===== config.mk =====
export PLATFORM = sky130hd
export DESIGN_NAME = skew_aligner
export DESIGN_NICKNAME = d
export VERILOG_FILES = /design/src/rtl/skew_pkg.sv /design/src/rtl/skew_bit_delay.sv /design/src/rtl/skew_lag_corr.sv /design/src/rtl/skew_aligner.sv
export SDC_FILE = /design/constraint.sdc
export NUM_CORES = 2
export LEC_CHECK = 0
export ABC_AREA = 1
export ABC_CLOCK_PERIOD_IN_PS = 3200
export BUFFER_PORTS_ARGS = -buffer_cell sky130_fd_sc_hd__clkbuf_2
export CAP_MARGIN = 5
export CORE_ASPECT_RATIO = 0.6
export CORE_MARGIN = 3
export CORE_UTILIZATION = 50
export CTS_BUF_LIST = sky130_fd_sc_hd__clkbuf_8
export CTS_CLUSTER_DIAMETER = 30
export DETAILED_ROUTE_END_ITERATION = 8
export PLACE_DENSITY = 0.7
export SLEW_MARGIN = 0
export SYNTH_ARGS = -nofsm -noshare
export SYNTH_HDL_FRONTEND = slang
export SYNTH_SLANG_ARGS = --single-unit

===== constraint.sdc =====
create_clock -name clk -period 3.2 [get_ports clk]
set_input_delay 0.16 -clock clk [delete_from_list [all_inputs] [get_ports clk]]
set_output_delay 0.16 -clock clk [all_outputs]
set_load 0.005 [all_outputs]

===== src/rtl/skew_pkg.sv =====
package skew_pkg;

    typedef enum logic [2:0] {
        TR_IDLE,
        TR_WARM,
        TR_ACC,
        TR_SCAN,
        TR_FIN
    } train_st_e;

endpackage


===== src/rtl/skew_bit_delay.sv =====
module skew_bit_delay #(
    parameter int DEPTH = 32,
    localparam int SW   = $clog2(DEPTH)
) (
    input  logic          clk,
    input  logic          rst_n,
    input  logic          din,
    input  logic [SW-1:0] sel,
    output logic          dout
);

    logic [DEPTH-2:0] sr_d, sr_q;
    logic [DEPTH-1:0] taps;

    always_comb begin
        taps = {sr_q, din};
        sr_d = taps[DEPTH-2:0];
        dout = taps[sel];
    end

    always_ff @(posedge clk) begin
        if (!rst_n) sr_q <= '0;
        else        sr_q <= sr_d;
    end

    AST_ONE_BIT_SWALLOW: assert property (@(posedge clk) disable iff (!rst_n)
        ($past(rst_n) && sel == SW'(1)) |-> dout == $past(din));

endmodule


===== src/rtl/skew_lag_corr.sv =====
module skew_lag_corr #(
    parameter int LAGS = 32,
    parameter int CW   = 9,
    localparam int LW  = $clog2(LAGS)
) (
    input  logic            clk,
    input  logic            rst_n,
    input  logic            clear,
    input  logic            acc_en,
    input  logic            scan_en,
    input  logic [LW-1:0]   scan_idx,
    input  logic [LAGS-1:0] ref_vec,
    input  logic            ch_bit,
    output logic [LW-1:0]   best_lag,
    output logic [CW-1:0]   best_cnt
);

    typedef struct packed {
        logic [LAGS-1:0][CW-1:0] cnt;
        logic [LW-1:0]           lag;
        logic [CW-1:0]           best;
    } corr_s;

    corr_s s_d, s_q;

    always_comb begin
        s_d = s_q;
        if (clear) begin
            s_d.cnt  = '0;
            s_d.lag  = '0;
            s_d.best = '0;
        end else begin
            if (acc_en) begin
                for (int l = 0; l < LAGS; l++) begin
                    s_d.cnt[l] = s_q.cnt[l] + CW'(ch_bit ~^ ref_vec[l]);
                end
            end
            // strict compare while scanning upward keeps the smaller lag on ties
            if (scan_en && (s_q.cnt[scan_idx] > s_q.best)) begin
                s_d.best = s_q.cnt[scan_idx];
                s_d.lag  = scan_idx;
            end
        end
    end

    always_ff @(posedge clk) begin
        if (!rst_n) s_q <= '0;
        else        s_q <= s_d;
    end

    assign best_lag = s_q.lag;
    assign best_cnt = s_q.best;

    AST_BEST_NEVER_DROPS: assert property (@(posedge clk) disable iff (!rst_n)
        scan_en |=> best_cnt >= $past(best_cnt));

endmodule


===== src/rtl/skew_aligner.sv =====
module skew_aligner
    import skew_pkg::*;
#(
    parameter int MAX_LAG   = 32,
    parameter int WIN       = 256,
    parameter int CAP_W     = 16,
    parameter int MATCH_PCT = 75
) (
    input  logic             clk,
    input  logic             rst_n,
    input  logic             start_train,
    input  logic [2:0]       sample_in,
    input  logic             trigger,
    input  logic [CAP_W-1:0] cap_len,
    output logic             aligned,
    output logic             align_error,
    output logic             cap_valid,
    output logic [2:0]       cap_data
);

    localparam int NCH = 3;
    localparam int LW  = $clog2(MAX_LAG);
    localparam int CW  = $clog2(WIN + 1);
    localparam int TW  = $clog2((WIN > MAX_LAG) ? WIN : MAX_LAG);
    localparam logic [CW-1:0] THRESH = CW'((WIN * MATCH_PCT + 99) / 100);

    typedef struct packed {
        train_st_e                st;
        logic [TW-1:0]            tmr;
        logic [MAX_LAG-2:0]       hist;
        logic [NCH-1:0][LW-1:0]   dly;
        logic                     ok;
        logic                     err;
        logic [CAP_W-1:0]         rem;
        logic [NCH-1:0]           data;
    } top_s;

    top_s s_d, s_q;

    logic [MAX_LAG-1:0]     ref_vec;
    logic                   corr_clear;
    logic [1:0][LW-1:0]     best_lag;
    logic [1:0][CW-1:0]     best_cnt;
    logic [NCH-1:0]         dly_out;
    logic [LW-1:0]          max_lag;

    assign ref_vec    = {s_q.hist, sample_in[0]};
    assign corr_clear = (s_q.st == TR_IDLE) && start_train;
    assign max_lag    = (best_lag[0] > best_lag[1]) ? best_lag[0] : best_lag[1];

    for (genvar g = 0; g < 2; g++) begin : g_corr
        skew_lag_corr #(.LAGS(MAX_LAG), .CW(CW)) i_corr (
            .clk      (clk),
            .rst_n    (rst_n),
            .clear    (corr_clear),
            .acc_en   (s_q.st == TR_ACC),
            .scan_en  (s_q.st == TR_SCAN),
            .scan_idx (s_q.tmr[LW-1:0]),
            .ref_vec  (ref_vec),
            .ch_bit   (sample_in[g+1]),
            .best_lag (best_lag[g]),
            .best_cnt (best_cnt[g])
        );
    end

    for (genvar g = 0; g < NCH; g++) begin : g_dly
        skew_bit_delay #(.DEPTH(MAX_LAG)) i_dly (
            .clk   (clk),
            .rst_n (rst_n),
            .din   (sample_in[g]),
            .sel   (s_q.dly[g]),
            .dout  (dly_out[g])
        );
    end

    always_comb begin
        s_d      = s_q;
        s_d.hist = ref_vec[MAX_LAG-2:0];
        s_d.data = dly_out;

        if (s_q.rem != '0)             s_d.rem = s_q.rem - CAP_W'(1);
        else if (trigger && s_q.ok)    s_d.rem = cap_len;

        unique case (s_q.st)
            TR_IDLE: begin
                if (start_train) begin
                    s_d.st  = TR_WARM;
                    s_d.tmr = '0;
                    s_d.ok  = 1'b0;
                    s_d.err = 1'b0;
                    s_d.rem = '0;
                end
            end
            TR_WARM: begin
                if (s_q.tmr == TW'(MAX_LAG - 1)) begin
                    s_d.st  = TR_ACC;
                    s_d.tmr = '0;
                end else s_d.tmr = s_q.tmr + TW'(1);
            end
            TR_ACC: begin
                if (s_q.tmr == TW'(WIN - 1)) begin
                    s_d.st  = TR_SCAN;
                    s_d.tmr = '0;
                end else s_d.tmr = s_q.tmr + TW'(1);
            end
            TR_SCAN: begin
                if (s_q.tmr == TW'(MAX_LAG - 1)) s_d.st = TR_FIN;
                else s_d.tmr = s_q.tmr + TW'(1);
            end
            TR_FIN: begin
                s_d.st = TR_IDLE;
                if (best_cnt[0] >= THRESH && best_cnt[1] >= THRESH) begin
                    s_d.ok     = 1'b1;
                    s_d.dly[0] = max_lag;
                    s_d.dly[1] = max_lag - best_lag[0];
                    s_d.dly[2] = max_lag - best_lag[1];
                end else begin
                    s_d.err = 1'b1;
                end
            end
            default: s_d.st = TR_IDLE;
        endcase
    end

    always_ff @(posedge clk) begin
        if (!rst_n) s_q <= '0;
        else        s_q <= s_d;
    end

    assign aligned     = s_q.ok;
    assign align_error = s_q.err;
    assign cap_valid   = (s_q.rem != '0);
    assign cap_data    = s_q.data;

    AST_FLAGS_EXCLUSIVE: assert property (@(posedge clk) disable iff (!rst_n)
        !(aligned && align_error));
    AST_FLAGS_LOW_IN_RUN: assert property (@(posedge clk) disable iff (!rst_n)
        (s_q.st != TR_IDLE) |-> (!aligned && !align_error));
    AST_VALID_NEEDS_ALIGN: assert property (@(posedge clk) disable iff (!rst_n)
        cap_valid |-> aligned);
    AST_VALID_AFTER_TRIGGER: assert property (@(posedge clk) disable iff (!rst_n)
        $rose(cap_valid) |-> $past(trigger));
    AST_ZERO_LEN_NO_WINDOW: assert property (@(posedge clk) disable iff (!rst_n)
        (trigger && cap_len == '0 && !cap_valid) |=> !cap_valid);
    AST_REF_DELAY_LARGEST: assert property (@(posedge clk) disable iff (!rst_n)
        aligned |-> (s_q.dly[0] >= s_q.dly[1] && s_q.dly[0] >= s_q.dly[2]));
    AST_ONE_CH_UNDELAYED: assert property (@(posedge clk) disable iff (!rst_n)
        aligned |-> (s_q.dly[1] == '0 || s_q.dly[2] == '0));

endmodule


# Word-level counts from Yosys, hierarchy flattened
# Cells that the tools add are included.
# word_totals
reg_bits,775
latchBits,0
ramBits,0
romBits,0
inputBits,23
output_inout_bits,6
elab_cells,278
n_memories,0
# classes
addsub,68
mul,0
n_div,0
n_lt_le_gt_ge,9
eq_ne,13
shift,0
muxes,27
bitwise_logic,65
reduce_logical,15
# op_table
operator,count
9-bit adder,64
1-bit by 1-bit bitwise XNOR with 9-bit output,64
9-bit binary-select mux with 5-bit select,2
16-bit two-way mux,3
8-bit one-hot mux with 4 select lines,1
"5-bit by 6-bit < comparator with 1-bit output, second input constant",4
8-bit two-way mux,3
"9-bit by 8-bit >= comparator with 1-bit output, second input constant",2
9-bit greater-than comparator,2
18-bit two-way mux,1
9-bit two-way mux,2
16-bit nonzero test,1
"16-bit by 1-bit subtractor with 16-bit output, second input constant",1
1-bit binary-select mux with 5-bit select,3
"2-bit != test, second input constant",7
3-bit one-hot mux with 4 select lines,1
11-bit two-way mux,1
5-bit subtractor,2
3-bit two-way mux,3
3-bit AND reduction,3
"8-bit by 1-bit adder with 8-bit output, second input constant",1
"8-bit by 5-bit == test with 1-bit output, second input constant",1
"8-bit == test, second input constant",1
"3-bit by 2-bit == test with 1-bit output, second input constant",2
14 further kinds,22

# Logic depth before layout (Yosys ltp)
# logic_depth
depth_word,5
depth_mapped,24

# Hierarchy
# From an unflattened synthesis, not the netlist that was laid out.
# hier_totals
cells_unflattened,5987
hier_area_um2,40736.6
# by_module_without_submodules
mod,n_inst,cells_per_inst,area_per_inst_um2,seq_area_each_um2
skew_lag_corr at g_corr[1].i_corr,1,2470,16610.9,6045.8
skew_lag_corr at g_corr[0].i_corr,1,2474,16599.7,6045.8
skew_aligner,1,521,3809.9,1561.5
skew_bit_delay,3,174,1238.7,620.6

# Worst setup path before layout
# No wires, ideal clock.
# synth_timing
path_kind,flip-flop to flip-flop
start,"register g_corr[1].i_corr.s_q, in the netlist g_corr[1].i_corr.best_lag[4]"
end,register s_q[30] (netlist name)
t_arrival_ps,2529
slack_ps,562
stages_incl_launch_ff,17
path_buffers,0
cell_sequence,dfxtp_1 inv_1 ha_1 nand2_1 nor2_1 nand2_1 nand3_1 nand2_1 o21ai_0 inv_1 fa_1 inv_1 a31oi_1 nand3_1 nand3_1 nand2_1 inv_1
# synth_via
elab_chain_len,3
# synth_rtl
element,line_no,rtl
from (decl),skew_lag_corr.sv:24,"corr_s s_d, s_q;"
from (signal assigned),skew_lag_corr.sv:47,if (!rst_n) s_q <= '0;
from (signal assigned),skew_lag_corr.sv:48,else s_q <= s_d;
5-bit greater-than comparator,skew_aligner.sv:49,assign max_lag = (best_lag[0] > best_lag[1]) ? best_lag[0] : best_lag[1];
5-bit two-way mux,skew_aligner.sv:49,
via max_lag[1],skew_aligner.sv:45,logic [LW-1:0] max_lag;
5-bit subtractor,skew_aligner.sv:115,s_d.dly[1] = max_lag - best_lag[0];
to (signal assigned),skew_aligner.sv:126,if (!rst_n) s_q <= '0;
to (signal assigned),skew_aligner.sv:127,else s_q <= s_d;
to (decl),skew_aligner.sv:38,"top_s s_d, s_q;"
# The timed path passes the listed nets, and every way through them passes these cells.
# A chain may end at the register's enable or synchronous reset.

# Final worst setup path
# layout_timing
start,register s_q[67] (netlist name)
end,"register g_corr[1].i_corr.s_q, in the netlist g_corr[1].i_corr.best_lag[1]"
# layout_via
elab_chain_len,4
# layout_rtl
element,line_no,rtl
9-bit binary-select mux with 5-bit select,skew_lag_corr.sv:39,if (scan_en && (s_q.cnt[scan_idx] > s_q.best)) begin
9-bit two-way mux (not written as such),skew_lag_corr.sv:39,
9-bit greater-than comparator,skew_lag_corr.sv:39,
1-bit logical AND,skew_lag_corr.sv:39,
# Every way passes these cells. The select of a mux whose other input is x is not followed.

==> summary.md <==
| Metric | Value |
|---|---|
| Outcome | `complete, no violations` |
| CTS H-tree lvls | `4` |
| Library cells used by synthesis | `42` |
| Worst clock skew | `41.81 ps` |
| Routed vias | `37810` |
| Mapped Nets | `6137` |
| Port-buffer cells | `28` |
| Syn avg cell area | `6.700 um2` |
| Rows | `79` |
| Total grt overflow | `0` |
| Ports | `29` |
| Worst VDD drop | `0.4400 mV` |
| Final Instance Area | `0.04524 mm2` |
| Synth top area share | `0.3736` |
| Clock buffer depth | `3` |
| Required @ worst endpoint | `3910 ps` |
| Drt wl/cell | `15.89 um` |
| CP Buf/Inv Count | `7` |
| Total CTS buffers | `137` |
| Ys flop type | `dfxtp_1` |
| CTS Root Cell | `clkbuf_8` |
| WHS | `125.6 ps` |
| CP max FO | `24` |
| Worst-path cell chain | `buf_12 -> buf_12 -> inv_6 -> buf_12 -> nand2_1 -> nand3_1 -> nand3_1 -> nand2_1 -> nand2_1 -> nand3_1 -> nand2_1 -> inv_1 -> ha_1 -> a21oi_1 -> o21a_1 -> nand3_1 -> nand2_2 -> clkinvlp_4 -> buf_4 -> nor2_1 -> nor2_1` |
| Routed Wire Length | `113600 um` |
| Worst Max-Slew Pin Slew | `1016 ps` |
| Top cell type by total area after synthesis | `dfxtp_1` |
| Clock latency on the worst-skew pair | `810 ps` |
| P per Cell Area | `736.5 mW/mm2` |
| Vias in the first global route | `33280` |
| Vias per Instance | `5.289` |
| Sequential cell area fraction in the yosys report | `0.3736` |
| Final worst path period share | `0.9745` |
| Critical path data arrival time | `3820 ps` |
| Number of DRC markers in iteration 0 | `4353` |
| Largest net degree at the start of global routing | `206` |
| Hold crit path type | `input pin to flop` |
| Leakage | `0.01922 uW` |
| Post-synthesis sequential element count | `744` |
| Max frequency | `320.7 MHz` |
| EDFF count, synth | `0` |
| Cells after synthesis | `5950` |
| Top delay family on crit path | `simple AND/OR/NAND/NOR gates` |
| All-Layer GR Usage | `0.2625` |
| Relative slew slack | `0.3224` |
| Antenna-violating nets left | `0` |
| DR pass1 iterations | `6` |
| Max Slew Vio Count | `0` |
| Slowest cell on crit path | `dfxtp_4` |
| GPL Wtd Cong | `0.9159` |
| Post-Place Cell Area | `0.04121 mm2` |
| Area grow syn2layout | `13.48%` |
| Share of post-route cells with drive strength above 1 | `0.08746` |
| Clock edge transition at the registers on the reported setup and hold paths | `70 ps` |
| Crit path kind | `flop to flop` |
| CTS tree | `built` |
| Post-route DRC | `0` |
| Clock sink total | `744` |
| Die area | `0.08327 mm2` |
| Post-synth ARST share | `0` |
| First-pass GRT wire length | `178100 um` |
| CP endpoint kind | `flop` |
| Yosys warnings | `0` |
| Synth area leaders | `dfxtp_1 37%, nand2_1 15%, nand3_1 8.6%` |
| Initial antenna violation count | `1` |
| Final Hold Viols | `0` |
| Tmin final | `3118 ps` |
| Die extent in y | `224.7 um` |
| Most frequent cells after synthesis | `1599 x nand2_1, 744 x dfxtp_1, 682 x nand3_1` |
| Count leader, synth | `nand2_1` |
| Final setup vio count | `0` |
| CP Launch Type | `flop` |
| Post-Syn Area | `0.03987 mm2` |
| Die X | `370.5 um` |
| Initial cell density of the core | `0.5099` |
| Dpl hpwl | `75820 um` |
| Final nets | `6167` |
| Core ar. | `0.07819 mm2` |
| Crit-path max cell delay | `390 ps` |
| Max-cap viol count | `0` |
==> through the flow <==
step                worst slack, ps  setup TNS [ps]  std cells  utilization  total power [uW]
floorplan                     562.4               0       5950            -             19090
global placement              186.3               0       6842       0.5271             21670
detailed placement            136.2               0       6842       0.5271             21850
CTS                           117.9               0       7122       0.5723             32790
global route                 -47.45          -335.0       7148       0.5786             35390
finish                        81.60               0       7148       0.5786             33320
==> repair_timing <==
action | in CTS | in global routing
endpoints found under the hold margin | 62 | 0
hold buffers | 27 | 0
setup buffers | 0 | 18
gates resized for setup | 0 | 32
endpoints found under the setup margin | 0 | 29
==> kinds of logic (layout without fill, tap and decap cells) <==
logic type,after synthesis,count (layout),share of synthesized area
fa+ha+maj,164,164,0.05185
other cells,0,1,0
compound gates,782,782,0.09981
flops,744,744,0.3736
buf+inv,980,1124,0.09770
xor+xnor,207,207,0.04548
simple gates,3073,3073,0.3316
==> final cells by class <==
cell class	count	area (um2)
Clock inverter	85	948.4
Timing Repair Buffer	179	1966
Timing Repair inverter	2	20.02
Tap cell	1053	1318
Clock buffer	168	2312
Inverter	690	2615
Sequential cell	744	14910
Fill cell	7323	32950
Antenna cell	1	2.502
Multi-Input combinational cell	4226	21150
==> flip-flops by register name, summed over array words and instances (netlist names) <==
signal,flops
align_error,1
aligned,1
cap_data,3
g_corr.i_corr.best_cnt,18
g_corr.i_corr.best_lag,10
g_corr.i_corr.s_q,576
g_dly.i_dly.sr_q,62
ref_vec,31
s_q,42
==> worst reg2reg max path, delay by kind of cell (launching register included) <==
family | cells | cell delay (ps)
compound gates | 2 | 270
fa+ha+maj | 1 | 230
buf+inv | 7 | 1000
flops | 1 | 390
simple gates | 11 | 1130
==> power by group <==
group	internal, uW	switching, uW
clock	6420	4410
combinational	3910	6870
sequential	10500	1190
==> worst paths after layout <==
kind | start | endpoint | slack [ps] | cells past startpoint
max reg2reg | s_q[67] | g_corr[1].i_corr.best_lag[1] | 80 | 21
min | trigger | s_q[18] | 130 | 6
max | s_q[67] | g_corr[1].i_corr.best_lag[1] | 80 | 21
min reg2reg | g_dly[2].i_dly.sr_q[28] | g_dly[2].i_dly.sr_q[29] | 420 | 2
==> layout by cell type, fill, tap and decap left out, drive strengths merged, types with 2 or more instances in the layout <==
cell and instances:
a21o 2, nand3 687, a21oi 484, nand4 35, nor3b 21, nor4 4, fa 2, clkbuf 201
dlygate4sd3 27, xor2 121, clkinv 25, o22ai 2, o21a 8, clkinvlp 18, nand3b 23, nand2 1599
buf 119, nor3 93, ha 162, nor2 528, bufinv 20, or2 81, dfxtp 744, o221ai 2
inv 714, o31ai 4, and3 2, xnor2 86, o21ai 267, a31oi 10
==> per-layer routing <==
layer  global-route usage  up-vias  share of wire  wire, um
met5                    0        -              0         0
met4              0.07010        0          0.016      1817
met3              0.06009      164           0.10     11610
met2               0.3561     1408           0.39     43830
met1               0.4090    17200           0.50     56320
li1                     -    19030              -         -
Note: power is estimated with default switching activity, not from simulation.
